File: src/rtl/mw_pkg.sv
package mw_pkg;

   typedef enum logic [1:0] {
      MW_IDLE   = 2'd0,
      MW_SELCHG = 2'd1,
      MW_XFER   = 2'd2
   } mw_state_e;

   // per-select settings, packed to match the 5 stored bits of a setup field
   typedef struct packed {
      logic [1:0] div;      // half-period length in prescaler ticks
      logic       lvl;      // active level of the select line
      logic       wr_fall;  // output bits change on the falling edge
      logic       rd_fall;  // input bits sampled on the falling edge
   } mw_sel_cfg_t;

   // last count value of one serial half period, in prescaler ticks
   function automatic logic [1:0] half_last(input logic [1:0] div);
      case (div)
         2'd0:    return 2'd0;
         2'd1:    return 2'd1;
         default: return 2'd3;
      endcase
   endfunction

   // last count value of the prescaler for a given setting
   function automatic logic [3:0] pre_last(input logic [1:0] code);
      case (code)
         2'd0:    return 4'd1;
         2'd1:    return 4'd3;
         2'd2:    return 4'd6;
         default: return 4'd9;
      endcase
   endfunction

endpackage

File: src/rtl/mw_prescaler.sv
module mw_prescaler #(
   parameter int CNT_W = 4
) (
   input  logic       clk,
   input  logic       rst_n,
   input  logic       en,
   input  logic [1:0] code,
   output logic       tick
);
   import mw_pkg::*;

   if (CNT_W < 4) begin : g_bad_width
      $error("mw_prescaler: CNT_W must hold a count of 9");
   end

   logic [CNT_W-1:0] cnt_q;
   logic [CNT_W-1:0] lim;

   assign lim  = CNT_W'(pre_last(code));
   assign tick = en && (cnt_q >= lim);

   always_ff @(posedge clk or negedge rst_n) begin
      if (!rst_n)          cnt_q <= '0;
      else if (!en)        cnt_q <= '0;
      else if (cnt_q >= lim) cnt_q <= '0;
      else                 cnt_q <= cnt_q + CNT_W'(1);
   end

endmodule

File: src/rtl/mw_select_bank.sv
module mw_select_bank #(
   parameter int NSEL   = 4,
   parameter int CFG_W  = 6,
   parameter int DATA_W = 16,
   localparam int NREG  = NSEL / 2,
   localparam int FW    = $bits(mw_pkg::mw_sel_cfg_t),
   localparam int IDX_W = $clog2(NSEL)
) (
   input  logic                        clk,
   input  logic                        rst_n,
   input  logic [NREG-1:0]             wr_stb,
   input  logic [1:0][FW-1:0]          wfield,
   input  logic [NSEL-1:0]             act,
   input  logic [IDX_W-1:0]            pick,
   output logic [NREG-1:0][DATA_W-1:0] rd_word,
   output logic [NSEL-1:0]             sel_out,
   output logic [1:0]                  pick_div,
   output logic                        pick_wr_fall,
   output logic                        pick_rd_fall
);
   import mw_pkg::*;

   if (CFG_W < FW || 2 * CFG_W > DATA_W || NSEL % 2 != 0) begin : g_bad_layout
      $error("mw_select_bank: setup fields do not fit the register");
   end

   mw_sel_cfg_t cfg_q [NSEL];

   for (genvar i = 0; i < NSEL; i++) begin : g_sel
      localparam int REG  = i / 2;
      localparam int HALF = i % 2;
      always_ff @(posedge clk or negedge rst_n) begin
         if (!rst_n)           cfg_q[i] <= '0;
         else if (wr_stb[REG]) cfg_q[i] <= mw_sel_cfg_t'(wfield[HALF]);
      end
      assign sel_out[i] = act[i] ? cfg_q[i].lvl : ~cfg_q[i].lvl;
   end

   for (genvar r = 0; r < NREG; r++) begin : g_rd
      always_comb begin
         rd_word[r]               = '0;
         rd_word[r][FW-1:0]       = cfg_q[2*r];
         rd_word[r][CFG_W +: FW]  = cfg_q[2*r+1];
      end
   end

   mw_sel_cfg_t picked;
   assign picked       = cfg_q[pick];
   assign pick_div     = picked.div;
   assign pick_wr_fall = picked.wr_fall;
   assign pick_rd_fall = picked.rd_fall;

endmodule

File: src/rtl/mw_shift_engine.sv
module mw_shift_engine #(
   parameter int DATA_W = 16,
   parameter int CNT_W  = 5,
   localparam int TOT_W = CNT_W + 1
) (
   input  logic              clk,
   input  logic              rst_n,
   input  logic              tick,
   input  logic              start,
   input  logic [CNT_W-1:0]  wr_bits,
   input  logic [CNT_W-1:0]  rd_bits,
   input  logic [DATA_W-1:0] tx_word,
   input  logic [1:0]        cfg_div,
   input  logic              cfg_wr_fall,
   input  logic              cfg_rd_fall,
   input  logic              sdi,
   output logic              done,
   output logic              sclk,
   output logic              sdo,
   output logic [DATA_W-1:0] rx_word
);
   import mw_pkg::*;

   logic              active_q, ph_q;
   logic [1:0]        hc_q, div_q;
   logic              wf_q, rf_q;
   logic [TOT_W-1:0]  bc_q, last_q;
   logic [CNT_W-1:0]  wn_q;
   logic [DATA_W-1:0] sh_q, rx_q;
   logic              sclk_q, sdo_q;

   logic half_end, in_rd, more_wr;

   assign half_end = active_q && tick && (hc_q == half_last(div_q));
   assign in_rd    = bc_q >= TOT_W'(wn_q);
   assign more_wr  = (bc_q + TOT_W'(1)) < TOT_W'(wn_q);
   assign done     = half_end && ph_q && (bc_q == last_q);

   assign sclk    = sclk_q;
   assign sdo     = sdo_q;
   assign rx_word = rx_q;

   always_ff @(posedge clk or negedge rst_n) begin
      if (!rst_n) begin
         active_q <= 1'b0;
         ph_q     <= 1'b0;
         hc_q     <= '0;
         div_q    <= '0;
         wf_q     <= 1'b0;
         rf_q     <= 1'b0;
         bc_q     <= '0;
         last_q   <= '0;
         wn_q     <= '0;
         sh_q     <= '0;
         rx_q     <= '0;
         sclk_q   <= 1'b0;
         sdo_q    <= 1'b0;
      end else if (start) begin
         active_q <= 1'b1;
         ph_q     <= 1'b0;
         hc_q     <= '0;
         div_q    <= cfg_div;
         wf_q     <= cfg_wr_fall;
         rf_q     <= cfg_rd_fall;
         bc_q     <= '0;
         last_q   <= TOT_W'(wr_bits) + TOT_W'(rd_bits) - TOT_W'(1);
         wn_q     <= wr_bits;
         rx_q     <= '0;
         sclk_q   <= 1'b0;
         if (cfg_wr_fall && wr_bits != '0) begin
            sdo_q <= tx_word[DATA_W-1];
            sh_q  <= tx_word << 1;
         end else begin
            sh_q  <= tx_word;
         end
      end else if (active_q && tick) begin
         if (half_end) begin
            hc_q <= '0;
            if (!ph_q) begin
               // mid-bit: clock rises
               ph_q   <= 1'b1;
               sclk_q <= 1'b1;
               if (!wf_q && !in_rd) begin
                  sdo_q <= sh_q[DATA_W-1];
                  sh_q  <= sh_q << 1;
               end
               if (!rf_q && in_rd) rx_q <= {rx_q[DATA_W-2:0], sdi};
            end else begin
               // end of bit: clock falls
               ph_q   <= 1'b0;
               sclk_q <= 1'b0;
               if (rf_q && in_rd) rx_q <= {rx_q[DATA_W-2:0], sdi};
               if (bc_q == last_q) begin
                  active_q <= 1'b0;
               end else begin
                  bc_q <= bc_q + TOT_W'(1);
                  if (wf_q && more_wr) begin
                     sdo_q <= sh_q[DATA_W-1];
                     sh_q  <= sh_q << 1;
                  end
               end
            end
         end else begin
            hc_q <= hc_q + 2'd1;
         end
      end
   end

endmodule

File: src/rtl/mw_serial_master.sv
module mw_serial_master #(
   parameter int DATA_W = 16,
   parameter int CNT_W  = 5,
   parameter int NSEL   = 4,
   parameter int CFG_W  = 6,
   parameter int PRE_W  = 4,
   localparam int IDX_W     = $clog2(NSEL),
   localparam int NREG      = NSEL / 2,
   localparam int FW        = $bits(mw_pkg::mw_sel_cfg_t),
   localparam int WC_LSB    = CNT_W,
   localparam int IDX_LSB   = 2 * CNT_W,
   localparam int CMD_BIT   = IDX_LSB + IDX_W,
   localparam int START_BIT = CMD_BIT + 1,
   localparam int BUSY_BIT  = START_BIT + 1,
   localparam int RDY_BIT   = BUSY_BIT + 1
) (
   input  logic              clk,
   input  logic              rst_n,
   input  logic [2:0]        bus_addr,
   input  logic              bus_wr,
   input  logic              bus_rd,
   input  logic [DATA_W-1:0] bus_wdata,
   output logic [DATA_W-1:0] bus_rdata,
   output logic              ser_clk,
   output logic              ser_dout,
   input  logic              ser_din,
   output logic [NSEL-1:0]   sel_out
);
   import mw_pkg::*;

   if (RDY_BIT != DATA_W - 1 || NSEL != 4) begin : g_bad_map
      $error("mw_serial_master: command word layout does not fill the bus");
   end

   localparam logic [2:0] A_DATA = 3'd0;
   localparam logic [2:0] A_CMD  = 3'd1;
   localparam logic [2:0] A_SET0 = 3'd2;
   localparam logic [2:0] A_SET1 = 3'd3;
   localparam logic [2:0] A_CLK  = 3'd4;

   // stored registers
   logic [DATA_W-1:0] tx_q;
   logic [CNT_W-1:0]  rcnt_q, wcnt_q;
   logic [IDX_W-1:0]  idx_q, pend_idx_q;
   logic              cmd_q, pend_val_q;
   logic              clk_en_q;
   logic [1:0]        pre_code_q;
   logic              rdy_q;
   logic [NSEL-1:0]   act_q;
   mw_state_e         state_q;

   // command decode
   logic [CNT_W-1:0] w_rcnt, w_wcnt;
   logic [IDX_W-1:0] w_idx;
   logic             w_cmd, w_start, accept, go_xfer, go_sel, busy;

   assign w_rcnt  = bus_wdata[CNT_W-1:0];
   assign w_wcnt  = bus_wdata[WC_LSB +: CNT_W];
   assign w_idx   = bus_wdata[IDX_LSB +: IDX_W];
   assign w_cmd   = bus_wdata[CMD_BIT];
   assign w_start = bus_wdata[START_BIT] && ((w_rcnt != '0) || (w_wcnt != '0));
   assign busy    = (state_q != MW_IDLE);
   assign accept  = bus_wr && (bus_addr == A_CMD) && !busy && clk_en_q;
   assign go_xfer = accept && w_start;
   assign go_sel  = accept && !w_start;

   // prescaler
   logic tick;
   mw_prescaler #(.CNT_W(PRE_W)) u_pre (
      .clk   (clk),
      .rst_n (rst_n),
      .en    (clk_en_q),
      .code  (pre_code_q),
      .tick  (tick)
   );

   // per-select settings and select lines
   logic [NREG-1:0]             set_stb;
   logic [1:0][FW-1:0]          set_field;
   logic [NREG-1:0][DATA_W-1:0] set_word;
   logic [1:0]                  pk_div;
   logic                        pk_wf, pk_rf;

   assign set_stb[0]   = bus_wr && (bus_addr == A_SET0);
   assign set_stb[1]   = bus_wr && (bus_addr == A_SET1);
   assign set_field[0] = bus_wdata[FW-1:0];
   assign set_field[1] = bus_wdata[CFG_W +: FW];

   mw_select_bank #(.NSEL(NSEL), .CFG_W(CFG_W), .DATA_W(DATA_W)) u_bank (
      .clk          (clk),
      .rst_n        (rst_n),
      .wr_stb       (set_stb),
      .wfield       (set_field),
      .act          (act_q),
      .pick         (w_idx),
      .rd_word      (set_word),
      .sel_out      (sel_out),
      .pick_div     (pk_div),
      .pick_wr_fall (pk_wf),
      .pick_rd_fall (pk_rf)
   );

   // shift engine
   logic              eng_done;
   logic [DATA_W-1:0] rx_word;

   mw_shift_engine #(.DATA_W(DATA_W), .CNT_W(CNT_W)) u_eng (
      .clk         (clk),
      .rst_n       (rst_n),
      .tick        (tick),
      .start       (go_xfer),
      .wr_bits     (w_wcnt),
      .rd_bits     (w_rcnt),
      .tx_word     (tx_q),
      .cfg_div     (pk_div),
      .cfg_wr_fall (pk_wf),
      .cfg_rd_fall (pk_rf),
      .sdi         (ser_din),
      .done        (eng_done),
      .sclk        (ser_clk),
      .sdo         (ser_dout),
      .rx_word     (rx_word)
   );

   // control state and register writes
   always_ff @(posedge clk or negedge rst_n) begin
      if (!rst_n) begin
         tx_q       <= '0;
         rcnt_q     <= '0;
         wcnt_q     <= '0;
         idx_q      <= '0;
         cmd_q      <= 1'b0;
         pend_idx_q <= '0;
         pend_val_q <= 1'b0;
         clk_en_q   <= 1'b0;
         pre_code_q <= '0;
         rdy_q      <= 1'b0;
         act_q      <= '0;
         state_q    <= MW_IDLE;
      end else begin
         if (bus_wr && bus_addr == A_DATA) tx_q <= bus_wdata;
         if (bus_wr && bus_addr == A_CLK) begin
            clk_en_q   <= bus_wdata[0];
            pre_code_q <= bus_wdata[2:1];
         end
         if (bus_rd && bus_addr == A_DATA) rdy_q <= 1'b0;

         if (accept) begin
            rcnt_q <= w_rcnt;
            wcnt_q <= w_wcnt;
            idx_q  <= w_idx;
            cmd_q  <= w_cmd;
         end

         case (state_q)
            MW_IDLE: begin
               if (go_xfer) begin
                  state_q <= MW_XFER;
                  if (w_cmd) act_q[w_idx] <= 1'b1;
                  if (w_rcnt != '0) rdy_q <= 1'b0;
               end else if (go_sel) begin
                  state_q    <= MW_SELCHG;
                  pend_idx_q <= w_idx;
                  pend_val_q <= w_cmd;
               end
            end
            MW_SELCHG: begin
               if (tick) begin
                  act_q[pend_idx_q] <= pend_val_q;
                  state_q           <= MW_IDLE;
               end
            end
            MW_XFER: begin
               if (eng_done) begin
                  state_q <= MW_IDLE;
                  if (rcnt_q != '0) rdy_q <= 1'b1;
               end
            end
            default: state_q <= MW_IDLE;
         endcase
      end
   end

   // register read mux
   always_comb begin
      bus_rdata = '0;
      case (bus_addr)
         A_DATA: bus_rdata = rx_word;
         A_CMD: begin
            bus_rdata[CNT_W-1:0]         = rcnt_q;
            bus_rdata[WC_LSB +: CNT_W]   = wcnt_q;
            bus_rdata[IDX_LSB +: IDX_W]  = idx_q;
            bus_rdata[CMD_BIT]           = cmd_q;
            bus_rdata[BUSY_BIT]          = busy;
            bus_rdata[RDY_BIT]           = rdy_q;
         end
         A_SET0: bus_rdata = set_word[0];
         A_SET1: bus_rdata = set_word[1];
         A_CLK:  bus_rdata[2:0] = {pre_code_q, clk_en_q};
         default: bus_rdata = '0;
      endcase
   end

endmodule

File: config.mk
export PLATFORM = sky130hd
export DESIGN_NAME = mw_serial_master
export DESIGN_NICKNAME = d
export VERILOG_FILES = /design/src/rtl/mw_pkg.sv /design/src/rtl/mw_prescaler.sv /design/src/rtl/mw_select_bank.sv /design/src/rtl/mw_shift_engine.sv /design/src/rtl/mw_serial_master.sv
export SDC_FILE = /design/constraint.sdc
export NUM_CORES = 1
export LEC_CHECK = 0
export ABC_AREA = 1
export BUFFER_PORTS_ARGS = -buffer_cell sky130_fd_sc_hd__buf_4
export CORE_UTILIZATION = 30
export CTS_CLUSTER_DIAMETER = 30
export DETAILED_ROUTE_END_ITERATION = 10
export PLACE_DENSITY = 0.55
export SLEW_MARGIN = 20
export SYNTH_ARGS = -nofsm -noshare
export SYNTH_HDL_FRONTEND = slang
export SYNTH_SLANG_ARGS = --single-unit
File: constraint.sdc
create_clock -name clk -period 4.88 [get_ports clk]
set_input_delay 0.732 -clock clk [delete_from_list [all_inputs] [get_ports clk]]
set_output_delay 0.732 -clock clk [all_outputs]
set_load 0.005 [all_outputs]
==> impl_results.rst <==
.. list-table::
   :header-rows: 1

   * - Metric
     - Value
   * - Result of the run
     - finished clean
   * - Vias in the first global route
     - 5,367
   * - Max Cap Violations
     - 0
   * - Critical Setup Path Class
     - input pin to flop
   * - PostCTS Resize Cnt
     - 0
   * - Number of diodes added for antenna fixing
     - 0
   * - Post-CTS clock slew at the launch and capture registers of the worst setup and hold paths
     - 0.06 ns
   * - Sequential-to-total area share from yosys stat
     - 46.4%
   * - Worst supply voltage drop on vdd
     - 0.274 mV
   * - H-tree depth reported by CTS
     - 4
   * - Initial Utilization
     - 30.6%
   * - Later-pin clock latency in the skew report
     - 0.42 ns
   * - I/O pin cnt
     - 46
   * - Tightest Pin Transition
     - 1.01 ns
   * - Vertical die dimension
     - 151 µm
   * - Residual overflow from global routing
     - 0
   * - Final-report setup violation count
     - 0
   * - Summed negative setup slack over all endpoints
     - 0 ns
   * - Endpoint of the worst-slack reg-to-reg timing path
     - u_eng.bc_q[1]$_DFFE_PN0P_
   * - Clock net sink count
     - 124
   * - Buffers from clock root to sink, at most
     - 2
   * - Fraction of final layout cells sized beyond drive strength 1
     - 11.1%
   * - Pin count of the biggest net entering global routing
     - 45
   * - Syn Inst Count
     - 847
   * - Via density per instance
     - 4.73
   * - Post-synthesis cell type with the largest combined area
     - dfrtp_1
   * - Cell variety after synth
     - 40
   * - TritonCTS Buffers
     - 17
   * - Half-perimeter wire length after placement
     - 12.7 mm
   * - Async S/R FF share, synth
     - 100%
   * - CP arrival
     - 3.54 ns
   * - Flip-flop and latch count after synthesis
     - 124
   * - Post-route minimum period
     - 3.21 ns
   * - Leading cell types by total area after synthesis
     - dfrtp_1, nand2_1, o21ai_0, inv_1, ha_1
   * - Fraction of met3 tracks used by global routing
     - 3.40%
   * - Clock tree from TritonCTS
     - yes
   * - Maximum single-stage delay on the critical path
     - 0.95 ns
   * - Cell Rows
     - 54
   * - RSZ-0062 raised after global routing
     - no
   * - Leakage power
     - 3.83 nW
   * - Final cell count without fillers
     - 1,179
   * - Fin Clk Skew
     - 0.00716 ns
   * - Busiest layer in global routing
     - met2
   * - Highest attainable clock frequency
     - 312 MHz
   * - Post-synthesis net count
     - 899
   * - Synthesis-to-finish area growth
     - 17.6%
   * - Number of buffer and inverter stages on the critical path
     - 4
   * - Sum of routed wire length over all layers
     - 17.9 mm
   * - GPL Wtd Cong
     - 0.833
   * - Gr usage total
     - 17.0%
   * - Antenna violations before repair
     - 0
   * - Count of input and output buffers
     - 45
   * - Synthesized cell area
     - 0.00668 mm²
   * - Number of warnings printed during yosys synthesis
     - 0
   * - Count of flip-flops with a built-in enable after synthesis
     - 0
   * - R2r setup slk
     - 2.05 ns
   * - Post-detailed-route DRC marker count
     - 0
   * - Drt first pass iters
     - 7
   * - Peak fanout along the critical path
     - 41
   * - Number of placed cells counting well taps
     - 1,147
   * - Wire length of the first global-routing pass
     - 29.1 mm
   * - R2R cell count
     - 8
   * - Critical path data required time
     - 5.21 ns
   * - Post-layout nets
     - 938
   * - Number of endpoints with negative hold slack in the final report
     - 0
   * - Number of fill cells
     - 2,308
   * - Clock tree root driver cell
     - clkbuf_16
   * - Total cell area at the placement stage
     - 0.00725 mm²
   * - Post-cts hold buffer count
     - 0
   * - Area share of the leading cell type in the synthesized netlist
     - 46.4%
   * - Path category of the worst min-delay check
     - input pin to async pin
   * - Met1 global-route usage
     - 22.5%
   * - Most common flop cell mapped by yosys
     - dfrtp_1
   * - WL per Instance
     - 15.2 µm
   * - Slew Viols, Final
     - 0
   * - Die Footprint
     - 0.0229 mm²
   * - Post-layout instance area
     - 0.00786 mm²
   * - Period utilization
     - 65.7%
   * - Worst-path cell with the longest stage delay
     - clkinv_1
   * - Global Route met2 Usage
     - 28.3%
   * - Number of nets still failing antenna checks after routing
     - 0
   * - Drt first-iter violations
     - 414
   * - Power density over the cells
     - 487 mW/mm²
   * - Mean post-synth cell area
     - 7.89 µm²
   * - Width of the die
     - 151 µm
   * - Reg-to-reg critical path startpoint
     - state_q[1]$_DFFE_PN0P_
   * - Nature of the critical path startpoint
     - input pin
   * - Post-CTS Setup Bufs
     - 0
   * - Core Area
     - 0.0218 mm²
   * - Category of the worst setup path capture point
     - flop
   * - Worst max-slew margin expressed relative to the limit
     - 32.4%
   * - Gate family responsible for the most delay along the worst path
     - buffers and inverters
   * - Critical-path cell list
     - buf_4 > inv_1 > nand2_1 > nor2_1 > nand2_1 > nand3_2 > clkinv_1 > nor2_1 > inv_1 > o21ai_0
   * - Number of vias in the routed layout
     - 5,571
-- layout by cell type, fill, tap and decap left out, drive strengths merged, types with 3 or more instances in the layout --
| cell | netlist | final |
|---|---|---|
| dfrtp | 124 | 124 |
| xnor2 | 9 | 9 |
| xor2 | 4 | 4 |
| bufinv | 0 | 3 |
| clkbuf | 20 | 20 |
| a21oi | 13 | 13 |
| clkinv | 0 | 9 |
| o22ai | 21 | 21 |
| a22o | 4 | 4 |
| ha | 27 | 27 |
| inv | 129 | 128 |
| a221oi | 3 | 3 |
| nand2 | 224 | 224 |
| o21ai | 138 | 138 |
| buf | 9 | 49 |
| nor2 | 56 | 56 |
| nand4 | 9 | 9 |
| nand3 | 33 | 33 |
| o21a | 4 | 4 |
| a221o | 4 | 4 |
-- per-stage QoR --
stage / setup WS [ns] / hold WS [ns] / power (mW) / utilization (%)
after floorplan: 2.59 / 0.436 / 2.19 / -
after global placement: 1.51 / 0.458 / 2.53 / 33.2
after detailed placement: 1.43 / 0.458 / 2.54 / 33.2
after CTS: 1.85 / 0.307 / 3.86 / 36.0
after global routing: 1.23 / 0.322 / 4.10 / 36.0
final: 1.67 / 0.297 / 3.83 / 36.0
-- logic make-up after synthesis --
family	share of synthesized area (%)
AOI/OAI and AO/OA	16.2
buffers and inverters	9.44
and+or+nand+nor	20.6
muxes	0.337
adders and majority gates	5.35
DFF	46.4
xor gates and xnor gates	1.70
-- registers in the layout (all words and copies together) (netlist names), 2 cells and up --
register / count
act_q: 4
idx_q: 2
pend_idx_q: 2
pre_code_q: 2
rcnt_q: 5
state_q: 2
tx_q: 16
u_bank.rd_word: 20
u_eng.bc_q: 6
u_eng.div_q: 2
u_eng.hc_q: 2
u_eng.last_q: 6
u_eng.rx_word: 16
u_eng.sh_q: 16
u_eng.wn_q: 5
u_pre.cnt_q: 4
wcnt_q: 5
-- routing by layer --
layer,up-vias,part of all wire (%)
met5,-,0
met4,0,1.0
met3,18,3.4
met2,102,49
met1,2634,47
li1,2817,-
-- final cells by class --
| type | count | area, µm² | area share [%] |
|---|---|---|---|
| timing repair buffer | 49 | 368 | 4.68 |
| tap | 280 | 350 | 4.46 |
| clock buffer | 20 | 457 | 5.81 |
| sequential | 124 | 3100 | 39.5 |
| inverter | 129 | 484 | 6.16 |
| multi-input combinational | 565 | 2950 | 37.5 |
| clock inverter | 12 | 145 | 1.85 |
-- report_power, final --
group | switching [mW] | leakage [nW] | internal (mW)
clock | 0.476 | 0.299 | 0.825
combinational | 0.595 | 2.01 | 0.435
sequential | 0.215 | 1.52 | 1.28
total | 1.29 | 3.83 | 2.54
-- cell usage after synthesis, types with 2 or more instances --
cell type and number:
xor2_1 4, a221o_1 4, o22ai_1 21, nand2_1 220, dfrtp_1 124, o2111ai_1 2, inv_1 126, or2_2 2
a22o_1 4, mux2_2 2, buf_2 5, inv_2 3, o21ai_0 111, ha_1 27, a221oi_1 3, clkbuf_1 19
nand3_1 29, nand4_1 9, o21ai_1 27, nand3_2 3, o21a_1 4, nor4_1 2, nand2_2 3, nor2_2 2
nor2_1 53, xnor2_1 9, buf_6 4, a21oi_1 13
-- worst max path at each step --
stage                            from  depth (start not counted)                    endpoint
2_1_floorplan             bus_addr[0]                          6                bus_rdata[4]
3_3_place_gp              bus_addr[1]                         10   u_eng.sh_q[1]$_DFFE_PN0P_
3_5_place_dp              bus_addr[1]                         10  u_eng.sh_q[13]$_DFFE_PN0P_
4_1_cts        state_q[0]$_DFFE_PN0P_                          9  u_eng.sh_q[13]$_DFFE_PN0P_
5_1_grt                  bus_wdata[2]                         10   u_eng.bc_q[1]$_DFFE_PN0P_
6_report                 bus_wdata[2]                         10   u_eng.bc_q[1]$_DFFE_PN0P_
No activity file was read; power rests on OpenSTA's default activity.
